==> src/rtl/tv_sync_pkg.sv <==
package tv_sync_pkg;
  typedef enum logic {
    STD_525 = 1'b0,
    STD_625 = 1'b1
  } tv_std_e;
endpackage

==> src/rtl/tv_sync_hcount.sv <==
module tv_sync_hcount
  import tv_sync_pkg::*;
#(
  parameter int H_A  = 858,
  parameter int H_B  = 864,
  parameter int HS_SA = 734,
  parameter int HS_EA = 798,
  parameter int HS_SB = 740,
  parameter int HS_EB = 804,
  parameter int PW   = 10
) (
  input  logic          clk_i,
  input  logic          rst_ni,
  input  logic          clear_i,
  input  tv_std_e       std_i,
  output logic [PW-1:0] pix_o,
  output logic          line_end_o,
  output logic          hsync_o
);
  logic [PW-1:0] pix_q, h_last, hs_s, hs_e;

  always_comb begin
    h_last = (std_i == STD_625) ? PW'(H_B - 1) : PW'(H_A - 1);
    hs_s   = (std_i == STD_625) ? PW'(HS_SB) : PW'(HS_SA);
    hs_e   = (std_i == STD_625) ? PW'(HS_EB) : PW'(HS_EA);
  end

  assign line_end_o = (pix_q == h_last);
  assign hsync_o    = (pix_q >= hs_s) && (pix_q < hs_e);
  assign pix_o      = pix_q;

  // free-running: upstream line timing never touches this counter
  always_ff @(posedge clk_i or negedge rst_ni) begin
    if (!rst_ni)         pix_q <= '0;
    else if (clear_i)    pix_q <= '0;
    else if (line_end_o) pix_q <= '0;
    else                 pix_q <= pix_q + 1'b1;
  end

  AST_PIX_RANGE: assert property (@(posedge clk_i) disable iff (!rst_ni)
    pix_q <= h_last);
  AST_PIX_WRAP: assert property (@(posedge clk_i) disable iff (!rst_ni)
    (line_end_o && !clear_i) |=> (pix_q == '0));
  AST_HSYNC_EDGE: assert property (@(posedge clk_i) disable iff (!rst_ni)
    $rose(hsync_o) |-> (pix_q == hs_s));
endmodule

==> src/rtl/tv_sync_vcount.sv <==
module tv_sync_vcount
  import tv_sync_pkg::*;
#(
  parameter int H_A   = 858,
  parameter int H_B   = 864,
  parameter int CAP_A = 525,
  parameter int CAP_B = 625,
  parameter int VS_SA = 487,
  parameter int VS_EA = 493,
  parameter int VS_SB = 581,
  parameter int VS_EB = 586,
  parameter int PW    = 10,
  parameter int LW    = 10
) (
  input  logic          clk_i,
  input  logic          rst_ni,
  input  logic          clear_i,
  input  logic          std_sel_i,
  input  logic          vtrig_i,
  input  logic          line_end_i,
  input  logic [PW-1:0] pix_i,
  output tv_std_e       std_o,
  output logic [LW-1:0] line_o,
  output logic          field_o,
  output logic          vsync_o
);
  tv_std_e       std_q;
  logic [LW-1:0] line_q, cap_last, vs_s, vs_e;
  logic [PW-1:0] half;
  logic          field_q, pend_q, frame_end;

  always_comb begin
    cap_last = (std_q == STD_625) ? LW'(CAP_B - 1) : LW'(CAP_A - 1);
    vs_s     = (std_q == STD_625) ? LW'(VS_SB) : LW'(VS_SA);
    vs_e     = (std_q == STD_625) ? LW'(VS_EB) : LW'(VS_EA);
    half     = (std_q == STD_625) ? PW'(H_B / 2) : PW'(H_A / 2);
  end

  // trigger seen this frame, or cap reached: close the frame at line end
  assign frame_end = line_end_i && (pend_q || vtrig_i || (line_q == cap_last));

  always_ff @(posedge clk_i or negedge rst_ni) begin
    if (!rst_ni) begin
      line_q  <= '0;
      field_q <= 1'b0;
      std_q   <= STD_525;
      pend_q  <= 1'b0;
    end else if (clear_i) begin
      line_q  <= '0;
      field_q <= 1'b0;
      std_q   <= tv_std_e'(std_sel_i);
      pend_q  <= 1'b0;
    end else if (frame_end) begin
      line_q  <= '0;
      field_q <= ~field_q;
      std_q   <= tv_std_e'(std_sel_i);
      pend_q  <= 1'b0;
    end else begin
      if (line_end_i) line_q <= line_q + 1'b1;
      pend_q <= pend_q | vtrig_i;
    end
  end

  always_comb begin
    if (!field_q)
      vsync_o = (line_q >= vs_s) && (line_q < vs_e);
    else
      vsync_o = ((line_q == vs_s) && (pix_i >= half)) ||
                ((line_q > vs_s) && (line_q < vs_e)) ||
                ((line_q == vs_e) && (pix_i < half));
  end

  assign std_o   = std_q;
  assign line_o  = line_q;
  assign field_o = field_q;

  AST_LINE_CAP: assert property (@(posedge clk_i) disable iff (!rst_ni)
    line_q <= cap_last);
  AST_TRIG_WRAP: assert property (@(posedge clk_i) disable iff (!rst_ni)
    (pend_q && line_end_i && !clear_i) |=> (line_q == '0));
  AST_FIELD_FLIP: assert property (@(posedge clk_i) disable iff (!rst_ni)
    (frame_end && !clear_i) |=> (field_q != $past(field_q)));
  AST_STD_HOLD: assert property (@(posedge clk_i) disable iff (!rst_ni)
    (!frame_end && !clear_i) |=> $stable(std_q));
endmodule

==> src/rtl/tv_sync_line_check.sv <==
module tv_sync_line_check #(
  parameter int PW = 10
) (
  input  logic          clk_i,
  input  logic          rst_ni,
  input  logic          clear_i,
  input  logic          line_start_i,
  input  logic [PW-1:0] pix_i,
  output logic          mismatch_o
);
  logic mis_q;

  always_ff @(posedge clk_i or negedge rst_ni) begin
    if (!rst_ni)      mis_q <= 1'b0;
    else if (clear_i) mis_q <= 1'b0;
    else              mis_q <= line_start_i && (pix_i != '0);
  end

  assign mismatch_o = mis_q;

  AST_MISMATCH: assert property (@(posedge clk_i) disable iff (!rst_ni)
    (line_start_i && (pix_i != '0) && !clear_i) |=> mismatch_o);
  AST_ALIGNED: assert property (@(posedge clk_i) disable iff (!rst_ni)
    (line_start_i && (pix_i == '0)) |=> !mismatch_o);
endmodule

==> src/rtl/tv_sync_gen.sv <==
module tv_sync_gen
  import tv_sync_pkg::*;
#(
  parameter int H_TOTAL_525  = 858,
  parameter int H_TOTAL_625  = 864,
  parameter int HS_START_525 = 734,
  parameter int HS_END_525   = 798,
  parameter int HS_START_625 = 740,
  parameter int HS_END_625   = 804,
  parameter int V_CAP_525    = 525,
  parameter int V_CAP_625    = 625,
  parameter int VS_START_525 = 487,
  parameter int VS_END_525   = 493,
  parameter int VS_START_625 = 581,
  parameter int VS_END_625   = 586,
  localparam int H_MAX  = (H_TOTAL_625 > H_TOTAL_525) ? H_TOTAL_625 : H_TOTAL_525,
  localparam int V_MAX  = (V_CAP_625 > V_CAP_525) ? V_CAP_625 : V_CAP_525,
  localparam int PIX_W  = $clog2(H_MAX),
  localparam int LINE_W = $clog2(V_MAX)
) (
  input  logic              clk_i,
  input  logic              rst_ni,
  input  logic              clear_i,
  input  logic              std_sel_i,
  input  logic              line_start_i,
  input  logic              vtrig_i,
  output logic [PIX_W-1:0]  pix_o,
  output logic [LINE_W-1:0] line_o,
  output logic              field_o,
  output logic              std_o,
  output logic              hsync_o,
  output logic              vsync_o,
  output logic              mismatch_o
);
  tv_std_e          std_act;
  logic             line_end;
  logic [PIX_W-1:0] pix;

  tv_sync_hcount #(
    .H_A(H_TOTAL_525), .H_B(H_TOTAL_625),
    .HS_SA(HS_START_525), .HS_EA(HS_END_525),
    .HS_SB(HS_START_625), .HS_EB(HS_END_625),
    .PW(PIX_W)
  ) i_hcount (
    .clk_i(clk_i), .rst_ni(rst_ni), .clear_i(clear_i), .std_i(std_act),
    .pix_o(pix), .line_end_o(line_end), .hsync_o(hsync_o)
  );

  tv_sync_vcount #(
    .H_A(H_TOTAL_525), .H_B(H_TOTAL_625),
    .CAP_A(V_CAP_525), .CAP_B(V_CAP_625),
    .VS_SA(VS_START_525), .VS_EA(VS_END_525),
    .VS_SB(VS_START_625), .VS_EB(VS_END_625),
    .PW(PIX_W), .LW(LINE_W)
  ) i_vcount (
    .clk_i(clk_i), .rst_ni(rst_ni), .clear_i(clear_i), .std_sel_i(std_sel_i),
    .vtrig_i(vtrig_i), .line_end_i(line_end), .pix_i(pix),
    .std_o(std_act), .line_o(line_o), .field_o(field_o), .vsync_o(vsync_o)
  );

  tv_sync_line_check #(.PW(PIX_W)) i_line_check (
    .clk_i(clk_i), .rst_ni(rst_ni), .clear_i(clear_i),
    .line_start_i(line_start_i), .pix_i(pix), .mismatch_o(mismatch_o)
  );

  assign pix_o = pix;
  assign std_o = std_act;
endmodule

==> config.mk <==
export PLATFORM = sky130hd
export DESIGN_NAME = tv_sync_gen
export DESIGN_NICKNAME = d
export VERILOG_FILES = /design/src/rtl/tv_sync_pkg.sv /design/src/rtl/tv_sync_hcount.sv /design/src/rtl/tv_sync_vcount.sv /design/src/rtl/tv_sync_line_check.sv /design/src/rtl/tv_sync_gen.sv
export SDC_FILE = /design/constraint.sdc
export NUM_CORES = 1
export LEC_CHECK = 0
export ABC_AREA = 1
export BUFFER_PORTS_ARGS = -buffer_cell sky130_fd_sc_hd__buf_2
export CAP_MARGIN = 20
export CORE_ASPECT_RATIO = 0.8
export CORE_MARGIN = 3
export CORE_UTILIZATION = 59
export CTS_BUF_LIST = sky130_fd_sc_hd__clkbuf_2
export DETAILED_ROUTE_END_ITERATION = 7
export PLACE_DENSITY = 0.91
export SLEW_MARGIN = 20
export SYNTH_ARGS = -nofsm -noshare
export SYNTH_HDL_FRONTEND = slang
export SYNTH_HIERARCHICAL = 1
export SYNTH_SLANG_ARGS = --single-unit
==> constraint.sdc <==
create_clock -name clk_i -period 3.15 [get_ports clk_i]
set_input_delay 0.945 -clock clk_i [delete_from_list [all_inputs] [get_ports clk_i]]
set_output_delay 0.945 -clock clk_i [all_outputs]
set_load 0.005 [all_outputs]
==> results.md <==
* Nets at approximately 340
* CTS HTree Levels at 1
* Clock slew at reported path FFs at 0.21 ns
* Min cycle time layout at 3.068 ns
* Fillers at 243
* First-pass GRT wire length at 7.686 mm
* Critical Path Start Type: flop
* Clk_skew at 0.004791 ns
* Initial Utilization at between 60 and 70%
* CTS Buffer Depth at 2
* Final GP Congestion at about 0.88
* Row count at 18
* Seq/Total Area, Yosys at between 30% and 40%
* PD cells at 258.5 nW/um^2
* Largest net degree at the start of global routing at 25
* Synth unique cells at 29
* R2r worst-path depth at 16
* Die area at 4043 um^2
* ANT cells at 0
* CP arrival at 2.12 ns
* Vias at between 1500 and 2000
* Final slew viol count at 0
* Main synth FF type: dfrtp_1
* Final period utilization at 97.41%
* Mapped Nets at 303
* Static Leak at 1.165 nW
* Antenna violations before repair at 0
* Clk sinks at 24
* Iter 0 DRT Violations at between 150 and 200
* Hold_buf cts at 0
* Port bufs at 30
* CORE AREA at ~3100 um^2
* Synth Area per Inst at between 7 and 8 um^2
* Inserted Clock Buffers at 3
* Setup crit end kind: output pin
* WHS at 0.5385 ns
* CTS root buf: clkbuf_2
* F_max at 0.3259 GHz
* Final HPWL DP at around 3.5 mm
* Post-synth EDFFs at 0
* Gr usage total at 23.53%
* VDD IR max at 269.3 uV
* Yosys reg bits at 24
* Final Setup Violations at 0
* Hold Fails Final Rpt at 0
* Synthesis-to-finish area growth at 18.31%
* Critical path class: flop to output pin
* Slew margin rel. at 64.33%
* R2r endpoint: i_vcount/line_o[9]
* Vias per cell at roughly 5.5
* Status: finished, final reports clean
* Reg area at between 600 and 700 um^2
* Area contributors post-synth: dfrtp_1 31%, nand2_1 13%, ha_1 12%
* Synth Instances at 278
* Multi-input gate area at 1296 um^2
* Detailed-route DRC error count at 0
* Io pins at 31
* Worst Tran Pin Value at 0.5350 ns
* Clk_lat worst skew at 0.34 ns
* Placed instance count at 348
* Number of max-cap violations at 0
* Synth top area share at 30.73%
* Min-delay worst type: input pin to async pin
* Die Height at 57.48 um
* Critical R2R Launch: i_vcount/std_o
* Vias in the first global route at 1753
* Yosys warns at 6
* Reg-to-reg slack, setup at 0.70 ns
* DRT Wirelength at 4.841 mm
* Wirelength per Cell at 13.68 um
* DRT antenna net count at 0
* Crit Path Max Fanout at 6
* Post-synthesis async set-or-reset flop share at 100.0%
* Worst EP required at 2.20 ns
* DR pass1 iterations at 4
* Post-synth top area cell: dfrtp_1
* Share of layout cells above drive strength 1 at roughly 25%
* Finished Layout Cells at about 350
* Chip width at 70.35 um
* CTS tree: yes
* Post-Syn Area at about 2000 um^2
* Grt ovf at 0
-- timing repair --
action	4_1_cts	5_1_grt
hold endpoints to repair	0	0
setup buffers	3	1
gates resized for setup	1	23
pin swaps	0	15
endpoints found under the setup margin	1	1
-- Yosys cell counts (2+ instances only) --
cell type / instances
inv_2: 2
a21oi_1: 8
nand4_1: 8
nand2_1: 67
dfrtp_1: 24
nor2_4: 3
nand3_2: 3
o21ai_0: 4
ha_1: 19
nand2_2: 6
nor3_1: 6
nand3_1: 16
inv_1: 38
nor2_1: 50
xor2_1: 6
xnor2_1: 2
nor2_2: 4
-- state kept, by name (all words and copies together) (netlist names) --
signal / cells
i_hcount/pix_o: 10
i_vcount/line_o: 10
i_line_check/mismatch_o: 1
i_vcount/field_o: 1
i_vcount/pend_q: 1
i_vcount/std_o: 1
-- metrics by stage --
step	TNS (ns)	setup WS (ns)	util (%)	instance area, um^2	total power [W]
floorplan	0	0.4494	-	1954	0.0004114
CTS	0	0.04453	69.94	2190	0.0005761
finish	0	0.08167	73.86	2312	0.0005976
global placement	0	0.3846	68.71	2151	0.0004483
global route	-0.04001	-0.04001	73.86	2312	0.0006313
detailed placement	0	0.2807	68.71	2151	0.0004558
-- cell families (layout without fill, tap and decap cells) --
kind of cell | Yosys count | after routing | share of synthesized area [%]
compound gates | 16 | 16 | 4.674
xor+xnor | 8 | 8 | 3.585
fa+ha+maj | 19 | 19 | 12.16
buf+inv | 42 | 78 | 8.707
flops | 24 | 24 | 30.73
simple gates | 169 | 169 | 40.14
-- how the worst max path moves through the flow --
stage | startpoint | end | slack (ns)
6_report | i_vcount/std_o | vsync_o | 0.08
5_1_grt | i_vcount/std_o | vsync_o | -0.04
4_1_cts | i_vcount/std_o | vsync_o | 0.04
3_5_place_dp | i_vcount/std_o | vsync_o | 0.28
3_3_place_gp | i_vcount/std_o | vsync_o | 0.38
2_1_floorplan | i_vcount/std_o | vsync_o | 0.45
-- critical path, stage by stage (launching register included) --
cell     delay, ns
dfrtp_2       0.54
buf_6         0.16
ha_4          0.21
nand2_4       0.09
nor2_1        0.05
nor3_1        0.17
nand2_1       0.09
nor2_2        0.13
nand2_1       0.07
nand3_1       0.07
nand2_1       0.05
nand2_1       0.05
buf_2         0.10
-- final cells by class --
| class | count | area share (%) |
|---|---|---|
| multi-input combinational | 212 | 56.06 |
| sequential | 24 | 26.03 |
| timing repair buffer | 34 | 8.117 |
| inverter | 41 | 6.981 |
| tap | 40 | 2.164 |
| clock buffer | 3 | 0.6493 |
-- report_power, final --
group	switching, W	internal, W	total (W)
Combinational	0.0000857	0.0000598	0.000145
Sequential	0.0000182	0.000318	0.000336
Clock	0.0000899	0.0000259	0.000116
-- cell usage in the layout, fill, tap and decap left out, types with 2 or more instances in the layout --
| cell | instances |
|---|---|
| buf_6 | 2 |
| dfrtp_1 | 23 |
| buf_2 | 30 |
| buf_4 | 2 |
| nand3_2 | 3 |
| nand2_4 | 2 |
| nand2_2 | 11 |
| nor3_1 | 5 |
| nand2_1 | 61 |
| nor2_1 | 47 |
| nor3_2 | 2 |
| nand3_1 | 16 |
| nand4_1 | 8 |
| xor2_1 | 6 |
| ha_4 | 6 |
| inv_1 | 37 |
| xnor2_1 | 2 |
| inv_2 | 2 |
| o21ai_0 | 4 |
| a21oi_1 | 8 |
| nor2_2 | 6 |
| clkbuf_2 | 3 |
| nor2_4 | 4 |
| ha_1 | 13 |
-- metal layers --
metal  up-vias  GRT usage (%)  share of wire, %
li1        957              -                 -
met1       904          32.44                46
met2        64          38.53                47
met3         9          4.930               6.1
met4         0          4.918               1.3
met5         -              0                 0
Power figures use the tool's default switching activity.
